## src/rtl/stall_acct_pkg.sv

```systemverilog
package stall_acct_pkg;
  localparam int unsigned LOAD_PENALTY   = 2;
  localparam int unsigned BRANCH_PENALTY = 2;

  typedef struct packed {
    logic vld;
    logic taken;
  } br_info_t;
endpackage

```

## src/rtl/stall_acct_score.sv

```systemverilog
module stall_acct_score #(
  parameter int IDX_W = 4,
  localparam int REGS = 2 ** IDX_W
) (
  input  logic             clk,
  input  logic             rst,
  input  logic             retire,
  input  logic             first,
  input  logic             ld_vld,
  input  logic [IDX_W-1:0] ld_idx,
  output logic [REGS-1:0]  active
);
  logic [REGS-1:0] mask_nx;

  // A group's first member starts a fresh mark set; later members add to it.
  always_comb begin
    mask_nx = first ? '0 : active;
    if (ld_vld) mask_nx[ld_idx] = 1'b1;
  end

  // The marks collected so far replace the scoreboard after every retirement.
  always_ff @(posedge clk) begin
    if (rst)         active <= '0;
    else if (retire) active <= mask_nx;
  end
endmodule

```

## src/rtl/stall_acct_pen.sv

```systemverilog
module stall_acct_pen
  import stall_acct_pkg::*;
#(
  parameter int IDX_W  = 4,
  parameter int NSRC   = 2,
  parameter int BASE_W = 8,
  parameter int TOT_W  = BASE_W + 2,
  localparam int REGS  = 2 ** IDX_W
) (
  input  logic [REGS-1:0]            active,
  input  logic [NSRC-1:0][IDX_W-1:0] src_idx,
  input  logic [NSRC-1:0]            src_vld,
  input  br_info_t                   br,
  input  logic [BASE_W-1:0]          base,
  output logic [TOT_W-1:0]           ld_stall,
  output logic [TOT_W-1:0]           br_stall,
  output logic [TOT_W-1:0]           inst_total
);
  logic [NSRC-1:0] hit;

  for (genvar i = 0; i < NSRC; i++) begin : g_src
    assign hit[i] = src_vld[i] & active[src_idx[i]];
  end

  always_comb begin
    ld_stall = '0;
    for (int i = 0; i < NSRC; i++)
      if (hit[i]) ld_stall = ld_stall + TOT_W'(LOAD_PENALTY);
  end

  assign br_stall   = (br.vld && br.taken) ? TOT_W'(BRANCH_PENALTY) : '0;
  assign inst_total = TOT_W'(base) + ld_stall + br_stall;
endmodule

```

## src/rtl/stall_acct_accum.sv

```systemverilog
module stall_acct_accum
  import stall_acct_pkg::*;
#(
  parameter int CNT_W = 32,
  parameter int TOT_W = 10
) (
  input  logic             clk,
  input  logic             rst,
  input  logic             retire,
  input  logic             first,
  input  logic             last,
  input  br_info_t         br,
  input  logic [TOT_W-1:0] inst_total,
  input  logic [TOT_W-1:0] ld_stall,
  input  logic [TOT_W-1:0] br_stall,
  output logic [CNT_W-1:0] total_cyc,
  output logic [CNT_W-1:0] cur_cyc,
  output logic [CNT_W-1:0] ld_stall_tot,
  output logic [CNT_W-1:0] br_stall_tot,
  output logic [CNT_W-1:0] taken_cnt,
  output logic [CNT_W-1:0] untaken_cnt
);
  logic [TOT_W-1:0] pair_max;
  logic [TOT_W-1:0] ref_max;
  logic [TOT_W-1:0] charge;

  assign ref_max = first ? '0 : pair_max;
  assign charge  = (inst_total > ref_max) ? inst_total : ref_max;

  always_ff @(posedge clk) begin
    if (rst) begin
      pair_max     <= '0;
      total_cyc    <= '0;
      cur_cyc      <= '0;
      ld_stall_tot <= '0;
      br_stall_tot <= '0;
      taken_cnt    <= '0;
      untaken_cnt  <= '0;
    end else if (retire) begin
      cur_cyc      <= CNT_W'(inst_total);
      ld_stall_tot <= ld_stall_tot + CNT_W'(ld_stall);
      br_stall_tot <= br_stall_tot + CNT_W'(br_stall);
      if (last) total_cyc <= total_cyc + CNT_W'(charge);
      else      pair_max  <= inst_total;
      if (br.vld) begin
        if (br.taken) taken_cnt   <= taken_cnt + 1'b1;
        else          untaken_cnt <= untaken_cnt + 1'b1;
      end
    end
  end
endmodule

```

## src/rtl/stall_acct.sv

```systemverilog
module stall_acct
  import stall_acct_pkg::*;
#(
  parameter int IDX_W  = 4,
  parameter int BASE_W = 8,
  parameter int CNT_W  = 32,
  localparam int NSRC  = 2,
  localparam int TOT_W = BASE_W + 2,
  localparam int REGS  = 2 ** IDX_W
) (
  input  logic              clk,
  input  logic              rst,
  input  logic              retire,
  input  logic [BASE_W-1:0] base_cyc,
  input  logic [IDX_W-1:0]  src0_idx,
  input  logic              src0_vld,
  input  logic [IDX_W-1:0]  src1_idx,
  input  logic              src1_vld,
  input  logic              ld_vld,
  input  logic [IDX_W-1:0]  ld_idx,
  input  logic              br_vld,
  input  logic              br_taken,
  input  logic              first_of_grp,
  input  logic              last_of_grp,
  output logic [CNT_W-1:0]  total_cyc,
  output logic [CNT_W-1:0]  cur_cyc,
  output logic [CNT_W-1:0]  ld_stall_tot,
  output logic [CNT_W-1:0]  br_stall_tot,
  output logic [CNT_W-1:0]  taken_cnt,
  output logic [CNT_W-1:0]  untaken_cnt
);
  logic [REGS-1:0]            active;
  logic [NSRC-1:0][IDX_W-1:0] src_idx;
  logic [NSRC-1:0]            src_vld;
  br_info_t                   br;
  logic [TOT_W-1:0]           ld_stall, br_stall, inst_total;

  assign src_idx  = {src1_idx, src0_idx};
  assign src_vld  = {src1_vld, src0_vld};
  assign br.vld   = br_vld;
  assign br.taken = br_taken;

  stall_acct_score #(.IDX_W(IDX_W)) u_score (
    .clk    (clk),
    .rst    (rst),
    .retire (retire),
    .first  (first_of_grp),
    .ld_vld (ld_vld),
    .ld_idx (ld_idx),
    .active (active)
  );

  stall_acct_pen #(
    .IDX_W (IDX_W),
    .NSRC  (NSRC),
    .BASE_W(BASE_W),
    .TOT_W (TOT_W)
  ) u_pen (
    .active    (active),
    .src_idx   (src_idx),
    .src_vld   (src_vld),
    .br        (br),
    .base      (base_cyc),
    .ld_stall  (ld_stall),
    .br_stall  (br_stall),
    .inst_total(inst_total)
  );

  stall_acct_accum #(.CNT_W(CNT_W), .TOT_W(TOT_W)) u_accum (
    .clk         (clk),
    .rst         (rst),
    .retire      (retire),
    .first       (first_of_grp),
    .last        (last_of_grp),
    .br          (br),
    .inst_total  (inst_total),
    .ld_stall    (ld_stall),
    .br_stall    (br_stall),
    .total_cyc   (total_cyc),
    .cur_cyc     (cur_cyc),
    .ld_stall_tot(ld_stall_tot),
    .br_stall_tot(br_stall_tot),
    .taken_cnt   (taken_cnt),
    .untaken_cnt (untaken_cnt)
  );
endmodule

```

## config.mk

```make
export PLATFORM = sky130hd
export DESIGN_NAME = stall_acct
export DESIGN_NICKNAME = d
export VERILOG_FILES = /design/src/rtl/stall_acct_pkg.sv /design/src/rtl/stall_acct_score.sv /design/src/rtl/stall_acct_pen.sv /design/src/rtl/stall_acct_accum.sv /design/src/rtl/stall_acct.sv
export SDC_FILE = /design/constraint.sdc
export NUM_CORES = 1
export LEC_CHECK = 0
export ABC_AREA = 1
export BUFFER_PORTS_ARGS = -buffer_cell sky130_fd_sc_hd__buf_2
export CORE_MARGIN = 8
export CORE_UTILIZATION = 61
export CTS_CLUSTER_DIAMETER = 50
export DETAILED_ROUTE_END_ITERATION = 6
export GPL_ROUTABILITY_DRIVEN = 0
export GPL_TIMING_DRIVEN = 1
export PLACE_DENSITY = 0.87
export SLEW_MARGIN = 20
export SYNTH_ARGS = -nofsm -noshare
export SYNTH_HDL_FRONTEND = slang
export SYNTH_SLANG_ARGS = --single-unit
```

## constraint.sdc

```tcl
create_clock -name clk -period 14 [get_ports clk]
set_input_delay 0.7 -clock clk [delete_from_list [all_inputs] [get_ports clk]]
set_output_delay 0.7 -clock clk [all_outputs]
set_load 0.05 [all_outputs]
```

# Word level (Yosys, flattened, before mapping)
# Cells that the tools add are included.
[word_totals] register_bits=196 input_bits=30 out_inout_bits=192 elab_cells=45
[op_classes] n_addsub=8 magnitude_cmp=5 muxes=13 bitwise=5 n_reduce_logical=6
[op_table] op="adder 32 x 1 -> 32 bit, second input constant" count=2
[op_table] op="adder 32 x 10 -> 32 bit" count=2
[op_table] op="adder 32 x 2 -> 32 bit" count=1
[op_table] op="two-way mux 16 bit" count=2
[op_table] op="two-way mux 10 bit" count=3
[op_table] op="bitwise OR 16 bit" count=1
[op_table] op="< comparator 4 x 5 -> 1 bit, second input constant" count=3
[op_table] op="adder 10 bit" count=1
[op_table] op="adder 8 x 10 -> 10 bit" count=1
[op_table] op="> comparator 10 bit" count=1
[op_table] op="binary-select mux 1 bit (select 4 bit)" count=2
[op_table] op="AND reduction 3 bit" count=2
[op_table] op="demux 1 bit (select 4 bit)" count=1
[op_table] op="greater-or-equal comparator 4 x 1 -> 1 bit, second input constant" count=1
[op_table] op="two-way mux 2 bit" count=2
[op_table] op="AND reduction 2 bit" count=2
[op_table] op="adder 2 x 2 -> 3 bit, second input constant" count=1
[op_table] op="two-way mux 1 bit" count=3
[op_table] op="AND 1 bit" count=2
[op_table] op="logical AND 1 bit" count=2
[op_table] op="NOT 1 bit" count=2

# Longest topological paths before layout
# Gate-level depths: netlist (run 1).
[depth] word_depth=11 mapped_depth=40 ltp_nobuf=40

# Modules after synthesis
# A second synthesis (run 1) with hierarchy kept.
[hier_totals] cells_unflattened=2097 hier_area_um2=12917.4
[modules_own_cells] module="stall_acct_accum" instances=1 cells_per_inst=1878 area_per_inst_um2=11461.0 seq_area_each_um2=3603.5
[modules_own_cells] module="stall_acct_pen" instances=1 cells_per_inst=134 area_per_inst_um2=805.8 seq_area_each_um2=0.0
[modules_own_cells] module="stall_acct_score" instances=1 cells_per_inst=85 area_per_inst_um2=650.6 seq_area_each_um2=320.3

# Worst setup path before layout (run 1)
# No wires, ideal clock.
[synth_path] kind="input to register" from="input port src0_idx[0]" to="register u_accum.total_cyc[10]" setup_ns=0.147 arrival_ns=5.242 required_time_ns=13.853 path_slack_ns=8.610 stages=33 n_path_buf=1 cell_sequence="clkbuf_1 o21ai_0 o211ai_1 o211ai_1 a21boi_0 ha_1 inv_1 fa_1 inv_1 ha_1 fa_1 nand4_1 nor2_1 ha_1 nand2_1 inv_1 nand2_1 nor2_1 nand3_1 nand3_2 nand2_4 nand2_1 nand2_1 ha_1 fa_1 nand3_1 nand2_1 nand2_1 nand2_1 nand2_1 nand2_1 o21ai_0 a21oi_1"
[synth_between] elab_chain_len=11
[synth_lines] item="from (decl)" line="stall_acct.sv:15" source="input logic [IDX_W-1:0] src0_idx,"
[synth_lines] item="binary-select mux 1 bit (select 4 bit) (*)" line="stall_acct_pen.sv:22" source="assign hit[i] = src_vld[i] & active[src_idx[i]];"
[synth_lines] item="two-way mux 1 bit (not written as such) (*)" line="stall_acct_pen.sv:22"
[synth_lines] item="AND 1 bit (*)" line="stall_acct_pen.sv:22"
[synth_lines] item="two-way mux 2 bit (*)" line="stall_acct_pen.sv:28" source="if (hit[i]) ld_stall = ld_stall + TOT_W'(LOAD_PENALTY);"
[synth_lines] item="adder 2 x 2 -> 3 bit" line="stall_acct_pen.sv:28"
[synth_lines] item="two-way mux 10 bit (*)" line="stall_acct_pen.sv:28"
[synth_lines] item="adder 8 x 10 -> 10 bit (*)" line="stall_acct_pen.sv:32" source="assign inst_total = TOT_W'(base) + ld_stall + br_stall;"
[synth_lines] item="adder 10 bit (*)" line="stall_acct_pen.sv:32"
[synth_lines] item="net inst_total[8]" line="stall_acct.sv:36" source="logic [TOT_W-1:0] ld_stall, br_stall, inst_total;"
[synth_lines] item="> comparator 10 bit" line="stall_acct_accum.sv:28" source="assign charge = (inst_total > ref_max) ? inst_total : ref_max;"
[synth_lines] item="two-way mux 10 bit (*)" line="stall_acct_accum.sv:28"
[synth_lines] item="adder 32 x 10 -> 32 bit (*)" line="stall_acct_accum.sv:43" source="if (last) total_cyc <= total_cyc + CNT_W'(charge);"
[synth_lines] item="to (signal assigned)" line="stall_acct_accum.sv:43"
[synth_lines] item="to (decl)" line="stall_acct_accum.sv:16" source="output logic [CNT_W-1:0] total_cyc,"
# Mark *: on every way through the listed nets, which the timed path passes. The rest lies on a longest branch. The select of a mux whose other input is x is not followed.
# A chain may end at the register's enable or synchronous reset.

# Final worst setup path (run 1)
[layout_path] from="input port src1_idx[0]" to="register u_accum.total_cyc[22]"
[layout_between] elab_chain_len=9
[layout_lines] item="from (decl)" line="stall_acct.sv:17" source="input logic [IDX_W-1:0] src1_idx,"
[layout_lines] item="binary-select mux 1 bit (select 4 bit) (*)" line="stall_acct_pen.sv:22"
[layout_lines] item="two-way mux 1 bit (not written as such) (*)" line="stall_acct_pen.sv:22"
[layout_lines] item="AND 1 bit (*)" line="stall_acct_pen.sv:22"
[layout_lines] item="two-way mux 10 bit (*)" line="stall_acct_pen.sv:28"
[layout_lines] item="adder 8 x 10 -> 10 bit (*)" line="stall_acct_pen.sv:32"
[layout_lines] item="adder 10 bit (*)" line="stall_acct_pen.sv:32"
[layout_lines] item="net inst_total[8]" line="stall_acct.sv:36"
[layout_lines] item="> comparator 10 bit" line="stall_acct_accum.sv:28"
[layout_lines] item="two-way mux 10 bit (*)" line="stall_acct_accum.sv:28"
[layout_lines] item="adder 32 x 10 -> 32 bit (*)" line="stall_acct_accum.sv:43"
# Marks and branches as above.

==> metrics.md, run 1 <==
| Metric | Value |
|---|---|
| Most common cell after layout, fill and taps aside | `nand2_1` |
| CP Class | `in2reg` |
| Worst setup SP type | `primary input` |
| Post_cts resized | `0` |
| Slowest stage delay, CP | `0.47 ns` |
| Die ar. | `23480 um2` |
| P_leak | `5.941 nW` |
| Residual DRC count | `0` |
| Seq cells post-synth | `192` |
| Mean post-synth cell area | `6.385 um2` |
| Worst slew margin | `38.41%` |
| Synthesized area | `11490 um2` |
| Initial antenna violation count | `5` |
| Num ports | `222` |
| Worst Path Buf+Inv | `4` |
| Met3 Usage GRT | `5.920%` |
| Buffer levels on the longest clock path | `2` |
| Final period util | `39.45%` |
| Post-synth ARST share | `0%` |
| Final ANT Viol Nets | `0` |
| Status | `finished, final reports clean` |
| Root Buffer Master | `clkbuf_16` |
| Dpl ws | `8.054 ns` |
| Met2 Use GR | `44.26%` |
| CP Max Fanout | `12` |
| CTS Hold Buffers Added | `0` |
| Crit-path slowest cell | `fa_1` |
| Share of cells above drive strength 1 | `14.40%` |
| Clock H-tree levels | `4` |
| Fin. Hold Viols | `0` |
| Worst Slack Setup Final | `8.477 ns` |
| Total track usage | `26.48%` |
| DRT Wirelength | `31.89 mm` |
| Post-CTS Setup Bufs | `0` |
| First-pass DRT Iterations | `5` |
| Final Core Density | `70.58%` |
| Post-DP HPWL | `23.97 mm` |
| Final setup viols | `0` |
| Die Wd | `153.2 um` |
| Num rows | `50` |
| Total CTS buffers | `17` |
| Slew Viols, Final | `0` |
| Clock transition at path regs | `0.07 ns` |
| M1 GR Usage | `32.86%` |
| Fmax | `181.1 MHz` |
| Number of I/O port buffers | `196` |
| Arr. time, crit path | `5.85 ns` |
| Clock latency on the worst-skew pair | `0.43 ns` |
| Skew final | `0.01086 ns` |
| Drt via density | `5.501` |
| Grt total ovfl | `0` |
| Placed instance area | `12530 um2` |
| Fillers | `1626` |
| Count of different cell masters after synthesis | `44` |
| RSZ-0062 raised after global routing | `false` |
| PD cells | `90.42 nW/um2` |
| Max-cap violations | `0` |
| WP data required | `14.32 ns` |
| Worst Hold Class | `reg2reg` |
| Starting Density | `61.82%` |
| Delay-heaviest family, CP | `adder cells` |
| Tmin final | `5.523 ns` |
| Worst hold slack | `0.4645 ns` |
| Vias in the first global route | `11.30k` |
| Die H | `153.2 um` |
| Commonest non-fill, non-tap cells in the layout | `nand2_1, nor2_1, inv_1, buf_2, dfxtp_1` |
| Vias | `12.27k` |
| Area added between synthesis and finish | `14.16%` |
| Setup crit end kind | `flip-flop` |
| CTS tree | `done` |
| VDD IR max | `0.00008584 V` |
| Top_reg_cell synth | `dfxtp_1` |
| WL/cell | `14.30 um` |
| Ys Warns | `0` |
| Iter 0 DRT Violations | `909` |
| Core box area | `18580 um2` |
| Crit-path most repeated cell | `nand2_1` |
| Register area share after synthesis | `33.46%` |
| Clk sink count | `192` |
| Worst-Margin Slew | `0.9238 ns` |
| Largest net degree at the start of global routing | `80` |
| Mapped Cells | `1799` |
| Post-synth EDFFs | `0` |
| Setup TNS | `0 ns` |
| First-pass GRT wire length | `52.99 mm` |
| Flop-to-flop setup slack | `8.55 ns` |
| Busiest grt layer | `met2` |
| Nets | `2039` |
| Design area | `13110 um2` |
routing by layer:
| layer | vias up | share of wire (%) |
|---|---|---|
| li1 | 6103 | - |
| met1 | 5531 | 41 |
| met2 | 562 | 47 |
| met3 | 68 | 9.1 |
| met4 | 4 | 2.5 |
| met5 | - | 0.075 |
layout make-up:
class | instances | area, um2 | area share (%)
flip-flops and latches | 192 | 3844 | 29.31
repair buffers | 199 | 1006 | 7.671
diodes | 3 | 7.507 | 0.05725
inverters | 236 | 885.9 | 6.755
well taps | 234 | 292.8 | 2.233
clock inverters | 15 | 147.6 | 1.126
multi-input cells | 1334 | 6505 | 49.60
clock buffers | 17 | 425.4 | 3.244
synth_stat cells, types with 8 or more instances:
cell type / instances / area (um2)
xor2_1: 22 / 192.7
nand4_1: 36 / 225.2
nand2_2: 8 / 50.05
nor3_1: 73 / 365.4
ha_1: 26 / 325.3
nor3_4: 8 / 130.1
nor2_2: 9 / 56.30
o211ai_1: 11 / 82.58
dfxtp_1: 192 / 3844
buf_4: 25 / 187.7
clkbuf_1: 27 / 101.4
o21ai_0: 91 / 455.4
inv_1: 228 / 855.8
nor2_1: 245 / 919.6
nand2_1: 474 / 1779
nand3_1: 100 / 500.5
nand3b_1: 12 / 90.09
a21oi_1: 125 / 625.6
power by group:
part	switching, mW	internal [mW]
registers	0.00684	0.554
logic	0.110	0.0389
clock network	0.238	0.238
stage by stage:
step | total power, mW | std cells
global placement | 0.7164 | 2195
detailed placement | 0.7206 | 2195
global route | 1.230 | 2230
finish | 1.186 | 2230
CTS | 1.192 | 2227
floorplan | 0.6896 | 1823
cells by family after synthesis:
family | share of synthesized area [%]
compound gates | 11.71
fa+ha+maj | 3.355
buf+inv | 10.70
xor+xnor | 2.135
other cells | 0.03264
simple gates | 38.61
flops | 33.46
final timing paths:
path                            cells past startpoint          startpoint               endpoint
worst min register to register                      2  u_accum.cur_cyc[2]     u_accum.cur_cyc[2]
worst max-delay path                               36         src1_idx[0]  u_accum.total_cyc[22]
worst min-delay path                                2  u_accum.cur_cyc[2]     u_accum.cur_cyc[2]
worst max register to register                     36  u_score.active[13]  u_accum.total_cyc[22]
state kept, by name (all words and copies together), names as in the netlist:
signal,flops
u_accum.br_stall_tot,31
u_accum.total_cyc,32
u_score.active,16
u_accum.taken_cnt,32
u_accum.pair_max,9
u_accum.untaken_cnt,32
u_accum.cur_cyc,9
u_accum.ld_stall_tot,31
tightest hold or removal path, stage by stage, from the launching register on:
cell     delay, ns
dfxtp_1       0.31
nand2_1       0.06
a21oi_1       0.05
(Power assumes the default switching activity.)
==> inputs of run 2 (changes only) <==
- ABC_AREA: 1 -> 0
- CORE_UTILIZATION: 61 -> 49
- PLACE_DENSITY: 0.87 -> 0.77
- clock period: 14 -> 4.45 ns (I/O delays scaled with it)
==> run 2 against run 1 <==
Compared with the run above: the run now ends with negative setup slack left; non-clock buffer count grew 55; setup slack worse by 10 ns; design area fell by 8.9%; clock skew increased by 0.0024 ns; via count shrank 31%; wire length is 23% lower.
==> metrics.md, run 2 <==
| Metric | Value |
|---|---|
| Status | `finished with violations` |
| Failing checks | `negative setup slack` |
| Drt via density | `5.318` |
| Met3 Usage GRT | `5.881%` |
| CTS Hold Buffers Added | `0` |
| Fin. Hold Viols | `0` |
| CP Launch Point | `u_score.active[15]` |
| Die Wd | `155.1 um` |
| Clk sink count | `192` |
| Vias | `8504` |
| Buffer levels on the longest clock path | `2` |
| Area added between synthesis and finish | `25.96%` |
| Register area share after synthesis | `40.55%` |
| Final period util | `136.0%` |
| P_leak | `5.099 nW` |
| CP Class | `reg2reg` |
| Mapped Cells | `1088` |
| WP data required | `4.80 ns` |
| Reg2reg start | `u_score.active[15]` |
| Mean post-synth cell area | `8.712 um2` |
| VDD IR max | `0.0002442 V` |
| Synthesized area | `9479 um2` |
| CTS tree | `done` |
| Busiest grt layer | `met2` |
| Largest net degree at the start of global routing | `132` |
| Worst hold slack | `0.1268 ns` |
| Clock H-tree levels | `4` |
| Number of I/O port buffers | `196` |
| Clk pwr share | `41.2%` |
| Met2 Use GR | `33.72%` |
| Share of the synthesized area in the top cell type | `40.55%` |
| Grt total ovfl | `0` |
| Final setup viols | `32` |
| Skew final | `0.01321 ns` |
| Core box area | `19210 um2` |
| Die ar. | `24050 um2` |
| Most common library cells after synthesis | `dfxtp_1, nor2_1, nand2_1` |
| Final Non-Filler Cells | `1599` |
| Max-cap violations | `0` |
| Worst-Margin Slew | `0.9778 ns` |
| WL/cell | `15.31 um` |
| Total CTS buffers | `17` |
| Post-synth EDFFs | `0` |
| Min-Delay Path Depth | `3` |
| Arr. time, crit path | `6.40 ns` |
| Most common cell after layout, fill and taps aside | `buf_2` |
| Final ANT Viol Nets | `0` |
| Seq pwr share | `47.6%` |
| Num rows | `51` |
| PD cells | `308.1 nW/um2` |
| Reg area | `3849 um2` |
| Tmin final | `6.052 ns` |
| Post-DP HPWL | `17.85 mm` |
| Flop-to-flop setup slack | `-1.60 ns` |
| Worst Slack Setup Final | `-1.602 ns` |
| Ys Warns | `0` |
| Worst slew margin | `34.81%` |
| Clock transition at path regs | `0.08 ns` |
| RSZ-0062 raised after global routing | `true` |
| Initial antenna violation count | `0` |
| Fillers | `1654` |
| CP Max Fanout | `6` |
| R2R cell count | `25` |
| Residual DRC count | `0` |
| Fmax | `165.2 MHz` |
| Die H | `155.1 um` |
| Setup crit end kind | `flip-flop` |
| Largest regs | `u_accum.taken_cnt: 32 flops, u_accum.total_cyc: 32 flops, u_accum.untaken_cnt: 32 flops` |
| Nets | `1380` |
| Starting Density | `49.35%` |
| Root Buffer Master | `clkbuf_16` |
| Count of different cell masters after synthesis | `57` |
| Total track usage | `19.93%` |
| # diodes | `0` |
| Iter 0 DRT Violations | `417` |
| Share of cells above drive strength 1 | `28.19%` |
| Reg-to-reg endpoint | `u_accum.total_cyc[20]` |
| Commonest non-fill, non-tap cells in the layout | `buf_2, dfxtp_1, nor2_1, nand2_1, xor2_1` |
| Cell Int Power | `2.695 mW` |
| Most common cell in the netlist | `dfxtp_1` |
| Seq cells post-synth | `192` |
| Combinational share of power | `11.3%` |
| Area contributors post-synth | `dfxtp_1, xor2_1, nor2_1` |
| Net Switching | `0.9844 mW` |
| Hold Path Origin | `base_cyc[0]` |
| M1 GR Usage | `24.30%` |
| Clock latency on the worst-skew pair | `0.43 ns` |
| Vias in the first global route | `8275` |
| Placed cells | `1556` |
| Slew Viols, Final | `0` |
| Worst setup SP type | `flip-flop` |
| Final Core Density | `62.17%` |
| First-pass GRT wire length | `40.04 mm` |
| DRT Wirelength | `24.48 mm` |
| Top_reg_cell synth | `dfxtp_1` |
| Area of the multi-input gates | `5648 um2` |
| Post-synth ARST share | `0%` |
| Hold Path End | `u_accum.cur_cyc[0]` |
| Worst Hold Class | `in2reg` |
| Net Sw Frac | `26.75%` |
| Num ports | `222` |
| First-pass DRT Iterations | `5` |
| Synth area leader | `dfxtp_1` |
[run 2: cell types whose count changed in the layout (fill, tap and decap cells not counted), moves of 54 or more]
| cell | previous run | this run |
|---|---|---|
| a21oi_1 | 125 | 36 |
| inv_1 | 227 | 18 |
| nand2_1 | 474 | 84 |
| nand3_1 | 100 | 46 |
| nor2_1 | 245 | 178 |
| nor3_1 | 73 | 14 |
| o21ai_0 | 91 | 22 |
| xor2_1 | 22 | 84 |
[run 2: layer usage]
| layer | vias up | share of wire [%] |
|---|---|---|
| met5 | - | 0 |
| met3 | 23 | 8.4 |
| li1 | 4197 | - |
| met4 | 0 | 1.3 |
| met1 | 4053 | 42 |
| met2 | 231 | 48 |
[run 2: final cells by class]
cell class,count,share of cell area [%]
inverters,21,0.6602
flip-flops and latches,192,32.23
clock inverters,13,1.216
repair buffers,254,12.10
well taps,265,2.777
multi-input cells,835,47.30
clock buffers,19,3.710
[run 2: critical path: stages (launching register included)]
cell,delay [ns]
dfxtp_1,0.33
mux4_2,0.46
mux4_2,0.48
and2_4,0.17
ha_4,0.27
inv_2,0.03
fa_2,0.34
inv_2,0.08
ha_4,0.14
fa_2,0.47
ha_4,0.23
a21o_1,0.17
maj3_2,0.30
a21oi_2,0.12
o21ai_1,0.10
o21ai_2,0.18
buf_6,0.14
mux2_4,0.16
ha_4,0.16
fa_2,0.22
a21oi_2,0.06
or3_4,0.35
and3_4,0.17
or3_4,0.37
or3_1,0.34
a21oi_2,0.13
[run 2: how the worst max path moves through the flow]
stage,endpoint,slack (ns),depth (start not counted)
floorplan,u_accum.total_cyc[20],-1.48,26
global placement,u_accum.total_cyc[31],-1.60,25
detailed placement,u_accum.total_cyc[31],-1.77,25
CTS,u_accum.total_cyc[28],-1.53,25
global route,u_accum.total_cyc[18],-1.79,24
finish,u_accum.total_cyc[20],-1.60,25
[run 2: cell families (layout without fill, tap and decap cells)]
| logic type | after synthesis | count (layout) | synth area share [%] |
|---|---|---|---|
| multiplexers | 35 | 35 | 5.042 |
| buffers and inverters | 86 | 307 | 4.541 |
| other | 1 | 25 | 0.03956 |
| AO/OA/AOI/OAI | 119 | 119 | 7.709 |
| AND/OR/NAND/NOR | 497 | 498 | 25.98 |
| flip-flops | 192 | 192 | 40.55 |
| XOR/XNOR | 128 | 128 | 11.97 |
| adder cells (fa/ha/maj) | 30 | 30 | 4.171 |
[run 2: through the flow]
step                total power [mW]  TNS, ns  setup WS (ns)  cell area, um2
CTS                            3.690   -42.91         -1.534           11740
floorplan                      2.070   -37.43         -1.478            9713
detailed placement             2.165   -49.41         -1.767           11030
finish                         3.679   -44.67         -1.602           11940
global placement               2.157   -44.92         -1.604           11030
global route                   3.826   -51.50         -1.789           11940
[run 2: power by group through the flow]
stage,logic (mW),clock network (mW),registers (mW)
floorplan,0.238,0,1.83
global placement,0.367,0,1.79
detailed placement,0.375,0,1.79
CTS,0.389,1.55,1.75
global route,0.447,1.63,1.75
finish,0.414,1.51,1.75
[run 2: timing repair]
item                       4_1_cts  5_1_grt
setup buffers                    5        4
pin swaps                       11        8
resized for setup               23       34
gates cloned                     1        1
setup endpoints to repair       32       32
